## config.mk

```make
export PLATFORM = sky130hd
export DESIGN_NAME = edge_combiner
export DESIGN_NICKNAME = d
export VERILOG_FILES = /design/src/rtl/edge_combiner_pkg.sv /design/src/rtl/edge_combiner_edge.sv /design/src/rtl/edge_combiner_lut.sv /design/src/rtl/edge_combiner_update.sv /design/src/rtl/edge_combiner.sv
export SDC_FILE = /design/constraint.sdc
export NUM_CORES = 1
export LEC_CHECK = 0
export BUFFER_PORTS_ARGS = -buffer_cell sky130_fd_sc_hd__buf_4
export CELL_PAD_IN_SITES_DETAIL_PLACEMENT = 1
export CELL_PAD_IN_SITES_GLOBAL_PLACEMENT = 2
export CORE_MARGIN = 5
export CORE_UTILIZATION = 38
export DETAILED_ROUTE_END_ITERATION = 10
export PLACE_DENSITY_LB_ADDON = 0.1
export SETUP_SLACK_MARGIN = 0.4
export SYNTH_ARGS = -nofsm -noshare
export SYNTH_HDL_FRONTEND = slang
export SYNTH_HIERARCHICAL = 1
export SYNTH_SLANG_ARGS = --single-unit
```

## constraint.sdc

```tcl
create_clock -name clk -period 6.8 [get_ports clk]
set_input_delay 1.02 -clock clk [delete_from_list [all_inputs] [get_ports clk]]
set_output_delay 1.02 -clock clk [all_outputs]
set_load 0.005 [all_outputs]
```

## src/rtl/edge_combiner_pkg.sv

```systemverilog
package edge_combiner_pkg;

  localparam int unsigned MAX_N  = 3;
  localparam int unsigned MAX_FW = 16;

  typedef enum logic [1:0] {
    ACT_NONE = 2'b00,
    ACT_UP   = 2'b01,
    ACT_DOWN = 2'b10,
    ACT_RSVD = 2'b11
  } act_e;

  // Entry index for an edge on line 'self': other lines packed in ascending order,
  // each gated by its modifier-mask bit.
  function automatic logic [1:0] mod_state(input logic [MAX_N-1:0] lvl,
                                           input logic [MAX_N-1:0] mmask,
                                           input int unsigned self,
                                           input int unsigned n);
    logic [1:0] ms;
    int unsigned k;
    ms = '0;
    k  = 0;
    for (int unsigned j = 0; j < MAX_N; j++) begin
      if (j < n && j != self) begin
        if (k < 2) ms[k] = lvl[j] & mmask[j];
        k++;
      end
    end
    return ms;
  endfunction

  // 2-bit code from a table: entry m at [4m+3:4m], rising in low pair, falling in high pair.
  function automatic logic [1:0] pick_code(input logic [MAX_FW-1:0] tab,
                                           input logic [1:0] ms,
                                           input logic falling);
    int unsigned pos;
    pos = 4 * int'(ms) + (falling ? 2 : 0);
    return tab[pos +: 2];
  endfunction

endpackage

```

## src/rtl/edge_combiner_edge.sv

```systemverilog
module edge_combiner_edge #(
  parameter int unsigned N_IN = 3
) (
  input  logic            clk,
  input  logic            rst_n,
  input  logic [N_IN-1:0] din,
  output logic [N_IN-1:0] rise,
  output logic [N_IN-1:0] fall
);

  logic [N_IN-1:0] din_q;
  logic            primed;

  always_ff @(posedge clk or negedge rst_n) begin
    if (!rst_n) begin
      din_q  <= '0;
      primed <= 1'b0;
    end else begin
      din_q  <= din;
      primed <= 1'b1;
    end
  end

  assign rise = primed ? (din & ~din_q) : '0;
  assign fall = primed ? (~din & din_q) : '0;

endmodule

```

## src/rtl/edge_combiner_lut.sv

```systemverilog
module edge_combiner_lut
  import edge_combiner_pkg::*;
#(
  parameter int unsigned N_IN  = 3,
  parameter int unsigned FW    = 4 * (1 << (N_IN - 1)),
  parameter int unsigned CFG_W = (FW > 2 * N_IN) ? FW : 2 * N_IN,
  parameter int unsigned AW    = $clog2(N_IN + 1)
) (
  input  logic             clk,
  input  logic             rst_n,
  input  logic             cfg_we,
  input  logic [AW-1:0]    cfg_addr,
  input  logic [CFG_W-1:0] cfg_wdata,
  input  logic [N_IN-1:0]  din,
  input  logic [N_IN-1:0]  rise,
  input  logic [N_IN-1:0]  fall,
  output logic             ev_valid,
  output logic [1:0]       ev_code
);

  logic [N_IN-1:0]   sens_mask;
  logic [N_IN-1:0]   mod_mask;
  logic [N_IN-1:0]   cand;
  logic [2*N_IN-1:0] code_v;

  always_ff @(posedge clk or negedge rst_n) begin
    if (!rst_n) begin
      sens_mask <= '0;
      mod_mask  <= '0;
    end else if (cfg_we && cfg_addr == AW'(N_IN)) begin
      sens_mask <= cfg_wdata[N_IN-1:0];
      mod_mask  <= cfg_wdata[2*N_IN-1:N_IN];
    end
  end

  for (genvar g = 0; g < N_IN; g++) begin : g_line
    logic [FW-1:0] tab;
    logic [1:0]    ms;

    always_ff @(posedge clk or negedge rst_n) begin
      if (!rst_n)                                 tab <= '0;
      else if (cfg_we && cfg_addr == AW'(g))      tab <= cfg_wdata[FW-1:0];
    end

    assign ms                = mod_state(MAX_N'(din), MAX_N'(mod_mask), g, N_IN);
    assign cand[g]           = (rise[g] | fall[g]) & sens_mask[g];
    assign code_v[2*g +: 2]  = pick_code(MAX_FW'(tab), ms, fall[g]);
  end

  // Lowest-indexed changing sensitive line wins.
  always_comb begin
    ev_valid = 1'b0;
    ev_code  = 2'b00;
    for (int i = N_IN - 1; i >= 0; i--) begin
      if (cand[i]) begin
        ev_valid = 1'b1;
        ev_code  = code_v[2*i +: 2];
      end
    end
  end

endmodule

```

## src/rtl/edge_combiner_update.sv

```systemverilog
module edge_combiner_update
  import edge_combiner_pkg::*;
#(
  parameter int unsigned ACC_W = 32
) (
  input  logic             clk,
  input  logic             rst_n,
  input  logic             clr,
  input  logic             mode,
  input  logic             ev_valid,
  input  logic [1:0]       ev_code,
  output logic [ACC_W-1:0] acc_out,
  output logic             bit_out,
  output logic             config_error
);

  function automatic logic [ACC_W-1:0] step(input logic [ACC_W-1:0] a, input act_e c);
    case (c)
      ACT_UP:   return a + ACC_W'(1);
      ACT_DOWN: return a - ACC_W'(1);
      default:  return a;
    endcase
  endfunction

  function automatic logic level(input logic b, input act_e c);
    case (c)
      ACT_UP:   return 1'b1;
      ACT_DOWN: return 1'b0;
      default:  return b;
    endcase
  endfunction

  act_e code;
  assign code = act_e'(ev_code);

  always_ff @(posedge clk or negedge rst_n) begin
    if (!rst_n) begin
      acc_out <= '0;
      bit_out <= 1'b0;
    end else if (clr) begin
      acc_out <= '0;
      bit_out <= 1'b0;
    end else if (ev_valid) begin
      if (mode) bit_out <= level(bit_out, code);
      else      acc_out <= step(acc_out, code);
    end
  end

  always_ff @(posedge clk or negedge rst_n) begin
    if (!rst_n)                            config_error <= 1'b0;
    else if (ev_valid && code == ACT_RSVD) config_error <= 1'b1;
  end

endmodule

```

## src/rtl/edge_combiner.sv

```systemverilog
module edge_combiner #(
  parameter int unsigned N_IN  = 3,
  parameter int unsigned ACC_W = 32,
  localparam int unsigned FW    = 4 * (1 << (N_IN - 1)),
  localparam int unsigned CFG_W = (FW > 2 * N_IN) ? FW : 2 * N_IN,
  localparam int unsigned AW    = $clog2(N_IN + 1)
) (
  input  logic             clk,
  input  logic             rst_n,
  input  logic             clr,
  input  logic             mode,
  input  logic [N_IN-1:0]  din,
  input  logic             cfg_we,
  input  logic [AW-1:0]    cfg_addr,
  input  logic [CFG_W-1:0] cfg_wdata,
  output logic [ACC_W-1:0] acc_out,
  output logic             bit_out,
  output logic             config_error
);

  logic [N_IN-1:0] rise;
  logic [N_IN-1:0] fall;
  logic            ev_valid;
  logic [1:0]      ev_code;

  edge_combiner_edge #(.N_IN(N_IN)) u_edge (
    .clk  (clk),
    .rst_n(rst_n),
    .din  (din),
    .rise (rise),
    .fall (fall)
  );

  edge_combiner_lut #(.N_IN(N_IN), .FW(FW), .CFG_W(CFG_W), .AW(AW)) u_lut (
    .clk      (clk),
    .rst_n    (rst_n),
    .cfg_we   (cfg_we),
    .cfg_addr (cfg_addr),
    .cfg_wdata(cfg_wdata),
    .din      (din),
    .rise     (rise),
    .fall     (fall),
    .ev_valid (ev_valid),
    .ev_code  (ev_code)
  );

  edge_combiner_update #(.ACC_W(ACC_W)) u_upd (
    .clk         (clk),
    .rst_n       (rst_n),
    .clr         (clr),
    .mode        (mode),
    .ev_valid    (ev_valid),
    .ev_code     (ev_code),
    .acc_out     (acc_out),
    .bit_out     (bit_out),
    .config_error(config_error)
  );

endmodule

```

Word level (Yosys, flattened, before mapping)
Index checks and enable logic that the tools add are counted.
{"block": "op_classes", "addsub": 5, "n_mux": 19, "n_shift": 3, "n_reduce_logical": 11, "bitwise": 13, "n_eq_ne": 7}
{"op": "2-to-1 mux 32 bit", "n": 3}
{"op": "variable part select 16 x 33 -> 2 bit", "n": 2}
{"op": "adder 5 x 32 -> 32 bit", "n": 2}
{"op": "case mux 32 bit (2 select lines)", "n": 1}
{"op": "adder 32 x 1 -> 32 bit, second input constant", "n": 1}
{"op": "subtractor 32 x 1 -> 32 bit, second input constant", "n": 1}
{"op": "variable part select 16 x 6 -> 2 bit", "n": 1}
{"op": "2-to-1 mux 2 bit", "n": 6}
{"op": "equality test 2 bit, second input constant", "n": 4}
{"op": "AND 1 bit", "n": 6}
{"op": "AND 3 bit", "n": 2}
{"op": "2-to-1 mux 1 bit", "n": 6}
{"op": "2-to-1 mux 3 bit", "n": 2}
{"op": "NOT 3 bit", "n": 2}
{"op": "AND reduction 3 bit", "n": 2}
{"op": "adder 4 x 2 -> 5 bit", "n": 1}
{"op": "logical AND 1 bit", "n": 5}
{"op": "equality test 2 x 1 -> 1 bit, second input constant", "n": 2}
{"op": "nonzero test 2 bit", "n": 2}
{"op": "OR 1 bit", "n": 3}
{"op": "nonzero test 3 bit", "n": 1}
{"op": "logical NOT 2 bit", "n": 1}
{"op": "!= test 2 bit, second input constant", "n": 1}
{"op": "case mux 1 bit (2 select lines)", "n": 1}
{"block": "word_totals", "in_bits": 26, "register_bits": 92, "output_inout_bits": 34, "word_cells": 68}

Longest topological paths before layout
Gate-level depths: netlist (run 1).
{"block": "logic_depth", "depth_word": 14, "mapped_depth": 21, "mapped_depth_nobuf": 15}

Hierarchy
Netlist (run 1), hierarchy kept.
{"mod": "edge_combiner_update", "instances": 1, "area_per_inst_um2": 3304.4, "seq_area_each_um2": 850.8, "cells_per_inst": 440}
{"mod": "edge_combiner_lut", "instances": 1, "area_per_inst_um2": 2462.4, "seq_area_each_um2": 1351.3, "cells_per_inst": 160}
{"mod": "edge_combiner_edge", "instances": 1, "area_per_inst_um2": 156.4, "seq_area_each_um2": 100.1, "cells_per_inst": 11}

Least setup slack after synthesis (run 1)
No wires, ideal clock.
{"block": "synth_path", "path_type": "input-to-reg", "from": "input port din[2]", "to": "register u_upd.acc_out[20]", "t_required_ns": 6.722, "setup_slack_ns": 1.180, "arrival_ns": 5.541, "path_buffers": 6, "stages": 21, "path_cell_list": "and3b_1 buf_6 mux2i_1 mux4_2 or3_1 o211ai_1 nand2b_1 buf_4 buf_2 buf_2 clkbuf_1 buf_2 xnor2_1 ha_1 nor4_1 nand4_1 a22o_1 a21boi_1 mux2_2 or3_1 a21oi_1"}
{"block": "synth_via", "elab_chain_cells": 14}
{"item": "from (decl)", "line_no": "edge_combiner.sv:12", "text": "input logic [N_IN-1:0] din,"}
{"item": "branches (longest 8 deep; another with adder 5 x 32 -> 32 bit)"}
{"item": "2-to-1 mux 2 bit *", "line_no": "edge_combiner_lut.sv:55", "text": "if (cand[i]) begin"}
{"item": "net ev_code[0]", "line_no": "edge_combiner.sv:24", "text": "logic [1:0] ev_code;"}
{"item": "equality test 2 bit or equality test 2 x 1 -> 1 bit (tied branches)", "line_no": "edge_combiner_update.sv:18", "text": "case (c)"}
{"item": "case mux 32 bit (2 select lines)", "line_no": "edge_combiner_update.sv:18"}
{"item": "2-to-1 mux 32 bit", "line_no": "edge_combiner_update.sv:44", "text": "if (mode) bit_out <= level(bit_out, code);"}
{"item": "2-to-1 mux 32 bit", "line_no": "edge_combiner_update.sv:43", "text": "end else if (ev_valid) begin"}
{"item": "2-to-1 mux 32 bit", "line_no": "edge_combiner_update.sv:40", "text": "end else if (clr) begin"}
{"item": "to (signal assigned)", "line_no": "edge_combiner_update.sv:45", "text": "else acc_out <= step(acc_out, code);"}
{"item": "to (decl)", "line_no": "edge_combiner_update.sv:12", "text": "output logic [ACC_W-1:0] acc_out,"}
Mark *: on every way through the listed nets, which the timed path passes. The select of a mux whose other input is x is not followed.
A chain may end at the register's enable or synchronous reset.

Final worst setup path (run 1)
{"block": "layout_path", "from": "input port din[2]", "to": "register u_upd.acc_out[20]"}
{"block": "layout_via", "elab_chain_cells": 14}
{"item": "NOT 3 bit *", "line_no": "edge_combiner_edge.sv:25", "text": "assign fall = primed ? (~din & din_q) : '0;"}
{"item": "AND 3 bit *", "line_no": "edge_combiner_edge.sv:25"}
{"item": "2-to-1 mux 3 bit *", "line_no": "edge_combiner_edge.sv:25"}
{"item": "net fall[2]", "line_no": "edge_combiner.sv:22", "text": "logic [N_IN-1:0] fall;"}
{"item": "2-to-1 mux 2 bit", "line_no": "edge_combiner_pkg.sv:37", "text": "pos = 4 * int'(ms) + (falling ? 2 : 0);"}
{"item": "adder 4 x 2 -> 5 bit", "line_no": "edge_combiner_pkg.sv:37"}
{"item": "variable part select 16 x 6 -> 2 bit", "line_no": "edge_combiner_pkg.sv:38", "text": "return tab[pos +: 2];"}
{"item": "2-to-1 mux 2 bit * (3 in series)", "line_no": "edge_combiner_lut.sv:55"}
{"item": "net ev_code[0]", "line_no": "edge_combiner.sv:24"}
{"item": "equality test 2 bit or equality test 2 x 1 -> 1 bit (tied branches)", "line_no": "edge_combiner_update.sv:18"}
{"item": "case mux 32 bit (2 select lines)", "line_no": "edge_combiner_update.sv:18"}
{"item": "2-to-1 mux 32 bit", "line_no": "edge_combiner_update.sv:44"}
{"item": "2-to-1 mux 32 bit", "line_no": "edge_combiner_update.sv:43"}
{"item": "2-to-1 mux 32 bit", "line_no": "edge_combiner_update.sv:40"}
The timed path passes the listed nets; every way through them passes the cells marked *. The select of a mux whose other input is x is not followed.

==> results of run 1 <==
[worst paths after layout]
kind | to | slack (ns) | depth (start not counted)
worst max-delay path | u_upd/acc_out[20]$_DFFE_PN0P_ | 1.30 | 16
worst min-delay path | u_lut/g_line[1].tab[5]$_DFFE_PN0P_ | 0.51 | 1
worst max register to register | u_upd/acc_out[20]$_DFFE_PN0P_ | 1.73 | 15
worst min register to register | u_lut/g_line[1].tab[5]$_DFFE_PN0P_ | 0.51 | 1
max in group asynchronous | u_lut/g_line[2].tab[2]$_DFFE_PN0P_ | 5.01 | 2
min in group asynchronous | u_upd/acc_out[3]$_DFFE_PN0P_ | 0.67 | 1
[cell families (layout without fill, tap and decap cells)]
kind of cell / after synthesis / in the layout / share of synthesized area
mux: 87 / 87 / 0.179
fa+ha+maj: 3 / 3 / 0.00634
xor+xnor: 23 / 23 / 0.0340
flops: 92 / 92 / 0.389
other cells: 1 / 1 / 0.000633
compound gates: 98 / 98 / 0.123
simple gates: 254 / 254 / 0.225
buf+inv: 53 / 83 / 0.0431
[metal layers]
metal,up-vias,share of wire
met5,-,0
li1,2313,-
met4,0,0.013
met3,23,0.031
met2,72,0.53
met1,2568,0.43
[critical path, delay by kind of cell]
family / cells / cell delay, ns
muxes: 3 / 0.99
and+or+nand+nor: 6 / 2.24
xor gates and xnor gates: 1 / 0.11
AOI/OAI and AO/OA: 4 / 1.03
adders and majority gates: 1 / 0.23
buffers and inverters: 1 / 0.13
[where the power goes]
group | leakage [nW] | switching, mW | internal (mW)
Clock | 0.144 | 0.236 | 0.289
Combinational | 1.50 | 0.210 | 0.168
Sequential | 1.16 | 0.0523 | 0.617
Total | 2.80 | 0.498 | 1.07
[cell type report]
cell class / instances / area [um^2] / area share
Clock buffer: 10 / 229 / 0.0341
Tap cell: 211 / 264 / 0.0393
Clock inverter: 6 / 68.8 / 0.0102
Multi-Input combinational cell: 466 / 3370 / 0.501
Timing Repair Buffer: 63 / 473 / 0.0703
Inverter: 4 / 15.0 / 0.00223
Sequential cell: 92 / 2300 / 0.342
[metrics by stage]
stage	util	hold slack, ns	setup slack, ns	power [mW]
finish	0.441	0.506	1.30	1.57
global route	0.441	0.524	1.01	1.66
CTS	0.441	0.509	1.33	1.60
detailed placement	0.421	0.493	1.06	1.06
global placement	0.421	0.483	1.30	1.04
floorplan	-	0.466	1.18	0.931
[state kept, by name, indices dropped and copies added, names as in the netlist]
signal and cells:
u_lut/g_line.tab 48, u_edge/din_q 3, u_upd/config_error 1, u_upd/bit_out 1, u_lut/sens_mask 3, u_edge/primed 1, u_upd/acc_out 32, u_lut/mod_mask 3
[cells in the final DEF, fill, tap and decap left out, drive strengths merged, types with 6 or more instances in the layout]
master	Yosys	layout
o211ai	8	8
dfrtp	92	92
and3b	6	6
nor2	67	67
mux2i	18	18
nand3	24	24
or2	7	7
nor2b	6	6
inv	4	7
xor2	8	8
or4	11	11
nor3	15	15
mux2	60	60
nand2	47	47
nor4	20	20
or3	13	13
nand4	14	14
buf	26	63
clkbuf	23	10
mux4	9	9
and3	6	6
a21oi	27	27
xnor2	15	15
o21ai	15	15
==> run summary, run 1 <==
STATUS
---------------------------------------------------------------------------------
Status                                                               finished clean

CTS
---------------------------------------------------------------------------------
CTS clock-pin slew for the worst setup and hold paths                     0.07 ns
TritonCTS buffer count                                                          9
CTS tree                                                                     done
# hold bufs at CTS                                                              0
Root Buffer                                                             clkbuf_16
Number of cells upsized or downsized after cts                                  0
CTS sink count                                                                 92
Count of H-tree levels built during CTS                                         3
Clock latency of the later-clocked register in the worst-skew pair        0.35 ns
Postcts setup bufs                                                              0
Buffers from clock root to sink, at most                                        2

SYNTHESIS
---------------------------------------------------------------------------------
Cell types with the largest area share after synthesis               dfrtp_1 39%, mux2_2 11%, nor2_1 4.2%
Dominant cell by count in the synthesized netlist                         dfrtp_1
Synth Area per Inst                                                     9.69 um^2
Area fraction of the dominant cell type after synthesis                     0.389
Post-synth top flop                                                       dfrtp_1
Share of flip-flops with an asynchronous set or reset                        1.00
Number of synthesized flops with an enable pin                                  0
Post-synthesis sequential area ratio                                        0.389
Count of yosys warnings during synthesis                                        6
Library cell with the largest summed area after synthesis                 dfrtp_1
Post-synthesis instance area                                         0.00592 mm^2
Yosys reg bits                                                                 92
Synth top cells by count                                             92 x dfrtp_1, 66 x nor2_1, 57 x mux2_2
Number of instances in the synthesized netlist                                611
Nets in the synthesized netlist                                               640
Yosys cell types                                                               82

WORST SETUP PATH
---------------------------------------------------------------------------------
Data required time at the worst endpoint                                  7.07 ns
Kind of critical path                                                   in -> reg
Endpoint type of the worst setup path                                   flip-flop
Crit Reg-Reg Startpoint                                              u_edge/primed$_DFF_PN0_
Critical Path Start Type                                             primary input
Critical path startpoint                                                   din[2]
Slowest stage cell, crit path                                              nor4_1
Maximum single-stage delay on the critical path                           0.58 ns
CP cell instances                                                    buf_4 -> and3b_1 -> mux2i_1 -> mux4_2 -> or3_1 -> o211ai_1 -> nand2b_2 -> xnor2_1 -> ha_1 -> nor4_1 -> nand4_1 -> a22o_1 -> a21boi_1 -> mux2_2 -> or3_1 -> a21oi_1
Arrival @ worst endpoint                                                  5.77 ns
Cell mode on critical path                                                  or3_1
Max Fanout on Critical Path                                                    12

FLOORPLANNING
---------------------------------------------------------------------------------
Initial Utilization                                                         0.388
Placement row count                                                            45
Die width                                                                  135 um
Standard cell core area                                               0.0153 mm^2
Number of top-level pins                                                       60
Die extent in y                                                            135 um
Floorplan die area                                                    0.0182 mm^2

RUN
---------------------------------------------------------------------------------
Maximum capacitance violations                                                  0

ROUTING
---------------------------------------------------------------------------------
Via count                                                                    4976
Routed wire length                                                        18.6 mm
DRT Pass-1 Iters                                                                4
Average routed wire per standard cell                                     21.8 um
Via density per instance                                                     5.84
Number of design rule violations left after detail routing                      0
Post-DRT Antenna Nets                                                           0
Detailed router's first-iteration violation count                             211

GRT
---------------------------------------------------------------------------------
Highest-utilization routing layer at the global route stage                  met2
Number of antenna violations at the first check in global routing               0
Wire length of the first global-routing pass                              30.2 mm
Fraction of met2 tracks used by global routing                              0.386
Total gr overflow                                                               0
Met1 usage in global routing                                                0.258
Via count of the first global-routing pass                                   5357
Tot GR Track Use                                                            0.212
Global Route met3 Usage                                                    0.0395
Pin count of the biggest net entering global routing                           53

PLACEMENT
---------------------------------------------------------------------------------
Half-perimeter wire length of the detailed placement result               13.2 mm
Final estimated routing congestion in global placement                      0.822
Count of buffers from port buffering                                           59
Number of cells after detailed placement                                      836
Area of placed instances                                             0.00643 mm^2

STA
---------------------------------------------------------------------------------
Share of the clock period used by the worst path                            0.809
Worst slew pin tran                                                      0.963 ns
Achievable frequency                                                      182 MHz
Rel. slew slack                                                             0.356
Total setup violations reported at the end of the flow                          0
Number of pins with negative max-slew slack in the final report                 0
Setup skew after layout                                                0.00784 ns
Final Hold Vio Count                                                            0
Setup repair after global routing missed its margin                            no
Shortest clock period the worst path allows after layout                  5.50 ns
Sum of negative setup slack                                                  0 ns

POWER
---------------------------------------------------------------------------------
Pleak                                                                     2.80 nW
Total power per unit cell area                                        234 mW/mm^2
Max IR drop VDD                                                          0.129 mV

LAYOUT
---------------------------------------------------------------------------------
Number of diodes added for antenna fixing                                       0
Fill count                                                                   1730
Final net count                                                               665
Share of post-route cells with drive strength above 1                       0.275
Post-Layout Inst Area                                                0.00672 mm^2
Synth-to-layout area growth                                                 13.5%
Layout Cells excl Fill                                                        852

HOLD PATH
---------------------------------------------------------------------------------
Min-Delay Startpoint                                                 u_lut/g_line[1].tab[5]$_DFFE_PN0P_
Type of the worst min-delay path                                       reg -> reg

Power figures use the tool's default switching activity.
==> inputs of run 2 (changes only) <==
clock period = 5.4 ns   (was 6.8 ns; I/O delays follow)
==> run 2 against run 1 <==
Against the previous run: combinational power up 29%; setup slack worse by 0.34 ns; final area up 0.84%; sequential share of layout area down 0.28 points; clock skew up 0.0044 ns; die area unchanged; utilization up 0.37 points; largest power group unchanged.
==> run summary, run 2 (synthesis results as in run 1) <==
STATUS
------------------------------------------------------------------------------------
Status                                                                  finished clean

ROUTING
------------------------------------------------------------------------------------
Via density per instance                                                        5.81
Detailed router's first-iteration violation count                                237
Post-DRT Antenna Nets                                                              0
Via count                                                                       4970
DRT Pass-1 Iters                                                                   4
Average routed wire per standard cell                                        21.9 um
Routed wire length                                                           18.8 mm
Number of design rule violations left after detail routing                         0

PLACEMENT
------------------------------------------------------------------------------------
Count of buffers from port buffering                                              59
Area of placed instances                                                0.00648 mm^2
Final estimated routing congestion in global placement                         0.820
Half-perimeter wire length of the detailed placement result                  13.6 mm
Number of cells after detailed placement                                         841

GRT
------------------------------------------------------------------------------------
Via count of the first global-routing pass                                      5498
Tot GR Track Use                                                               0.214
Wire length of the first global-routing pass                                 30.5 mm
Number of antenna violations at the first check in global routing                  0
Total gr overflow                                                                  0
Pin count of the biggest net entering global routing                              68

CTS
------------------------------------------------------------------------------------
CTS tree                                                                        done
Clock latency of the later-clocked register in the worst-skew pair           0.35 ns
Postcts setup bufs                                                                 0
CTS sink count                                                                    92
CTS clock-pin slew for the worst setup and hold paths                        0.07 ns
Buffers from clock root to sink, at most                                           2
Count of H-tree levels built during CTS                                            3
Root Buffer                                                                clkbuf_16
# hold bufs at CTS                                                                 0
Number of cells upsized or downsized after cts                                     0
TritonCTS buffer count                                                             9

FLOORPLANNING
------------------------------------------------------------------------------------
Number of top-level pins                                                          60
Placement row count                                                               45
Die extent in y                                                               135 um
Initial Utilization                                                            0.388
Floorplan die area                                                       0.0182 mm^2
Standard cell core area                                                  0.0153 mm^2
Die width                                                                     135 um

WORST SETUP PATH
------------------------------------------------------------------------------------
Sum of buffers and inverters on the critical path                                  1
Data required time at the worst endpoint                                     5.68 ns
Top Family by Delay on Critical Path                                    simple AND/OR/NAND/NOR gates
Critical Path Start Type                                                primary input
Worst r2r path cells                                                              15
CP cell instances                                                       buf_4 -> and3b_1 -> mux2i_1 -> mux4_2 -> or3_1 -> o211ai_1 -> nand2b_2 -> xnor2_1 -> ha_2 -> nor4_4 -> nand4_1 -> a22o_1 -> a21boi_1 -> mux2_2 -> or3_1 -> a21oi_1
Cell mode on critical path                                                     or3_1
R2R setup slack                                                              1.17 ns
Arrival @ worst endpoint                                                     4.72 ns
Capture point of the critical path                                      u_upd/acc_out[20]$_DFFE_PN0P_
Crit Reg-Reg Startpoint                                                 u_edge/primed$_DFF_PN0_
Endpoint type of the worst setup path                                      flip-flop
Critical R2R Capture                                                    u_upd/acc_out[20]$_DFFE_PN0P_
Kind of critical path                                                      in -> reg
Critical path startpoint                                                      din[2]
Slowest stage cell, crit path                                                 mux4_2
Max Fanout on Critical Path                                                        7
Maximum single-stage delay on the critical path                              0.47 ns
Depth of the critical timing path with buffers and inverters included             16

LAYOUT
------------------------------------------------------------------------------------
Commonest cells after routing, fill and taps aside                      92 x dfrtp_1, 68 x buf_4, 66 x nor2_1
Most common library cell in the layout ignoring fill and taps                dfrtp_1
Post-Layout Inst Area                                                   0.00678 mm^2
Number of diodes added for antenna fixing                                          0
Largest registers                                                       u_lut/g_line.tab (48), u_upd/acc_out (32)
Biggest register                                                        u_lut/g_line.tab
Synth-to-layout area growth                                                    14.5%
Largest register FFs                                                              48
Layout Cells excl Fill                                                           856
Final net count                                                                  670
Fill count                                                                      1704
Share of post-route cells with drive strength above 1                          0.284

HOLD PATH
------------------------------------------------------------------------------------
Type of the worst min-delay path                                         in -> async

STA
------------------------------------------------------------------------------------
Shortest clock period the worst path allows after layout                     4.44 ns
Worst slew pin tran                                                         0.962 ns
Achievable frequency                                                         225 MHz
Share of the clock period used by the worst path                               0.821
Sum of negative setup slack                                                     0 ns
Setup skew after layout                                                    0.0122 ns
Setup repair after global routing missed its margin                               no
Final Hold Vio Count                                                               0
Rel. slew slack                                                                0.357
Number of pins with negative max-slew slack in the final report                    0
Total setup violations reported at the end of the flow                             0

POWER
------------------------------------------------------------------------------------
Pleak                                                                        2.83 nW
Total power per unit cell area                                           296 mW/mm^2
Max IR drop VDD                                                             0.155 mV

RUN
------------------------------------------------------------------------------------
Maximum capacitance violations                                                     0

==> run 2: cell count changes in the layout (fill, tap and decap cells not counted), sizes merged <==
cell,previous run,this run
inv,7,6
buf,63,68
==> run 2: where the power goes <==
group,internal [mW],switching [mW],total [mW]
combinational,0.221,0.266,0.487
clock,0.372,0.296,0.668
sequential,0.777,0.0714,0.848
==> run 2: cell type report <==
cell class,instances,area [um^2],area share
clock inverters,5,60.1,0.00886
inverters,4,15.0,0.00221
multi-input cells,466,3390,0.500
clock buffers,10,239,0.0352
flip-flops and latches,92,2300,0.340
well taps,211,264,0.0389
repair buffers,68,510,0.0753
==> run 2: worst min-delay path by stage <==
| stage | start | to |
|---|---|---|
| 3_3_place_gp | u_upd/config_error$_DFFE_PN0P_ | u_upd/config_error$_DFFE_PN0P_ |
| 5_1_grt | rst_n | u_upd/acc_out[0]$_DFFE_PN0P_ |
| 2_1_floorplan | u_upd/config_error$_DFFE_PN0P_ | u_upd/config_error$_DFFE_PN0P_ |
| 4_1_cts | rst_n | u_upd/acc_out[31]$_DFFE_PN0P_ |
| 6_report | rst_n | u_upd/acc_out[4]$_DFFE_PN0P_ |
| 3_5_place_dp | u_upd/config_error$_DFFE_PN0P_ | u_upd/config_error$_DFFE_PN0P_ |
==> run 2: metal layers <==
layer / vias up / global-route usage / routed length, um
met5: - / 0 / 0
met4: 0 / 0.0662 / 310
met3: 20 / 0.0298 / 500
met2: 77 / 0.382 / 9900
met1: 2554 / 0.267 / 8070
li1: 2319 / - / -
==> run 2: stage by stage <==
stage | setup slack, ns | power, mW | hold WS (ns) | utilization
after floorplan | 0.438 | 1.18 | 0.466 | -
after global placement | 0.693 | 1.33 | 0.466 | 0.425
after detailed placement | 0.608 | 1.35 | 0.487 | 0.425
after CTS | 0.968 | 2.03 | 0.383 | 0.444
after global routing | 0.772 | 2.10 | 0.402 | 0.444
final | 0.964 | 2.00 | 0.372 | 0.444
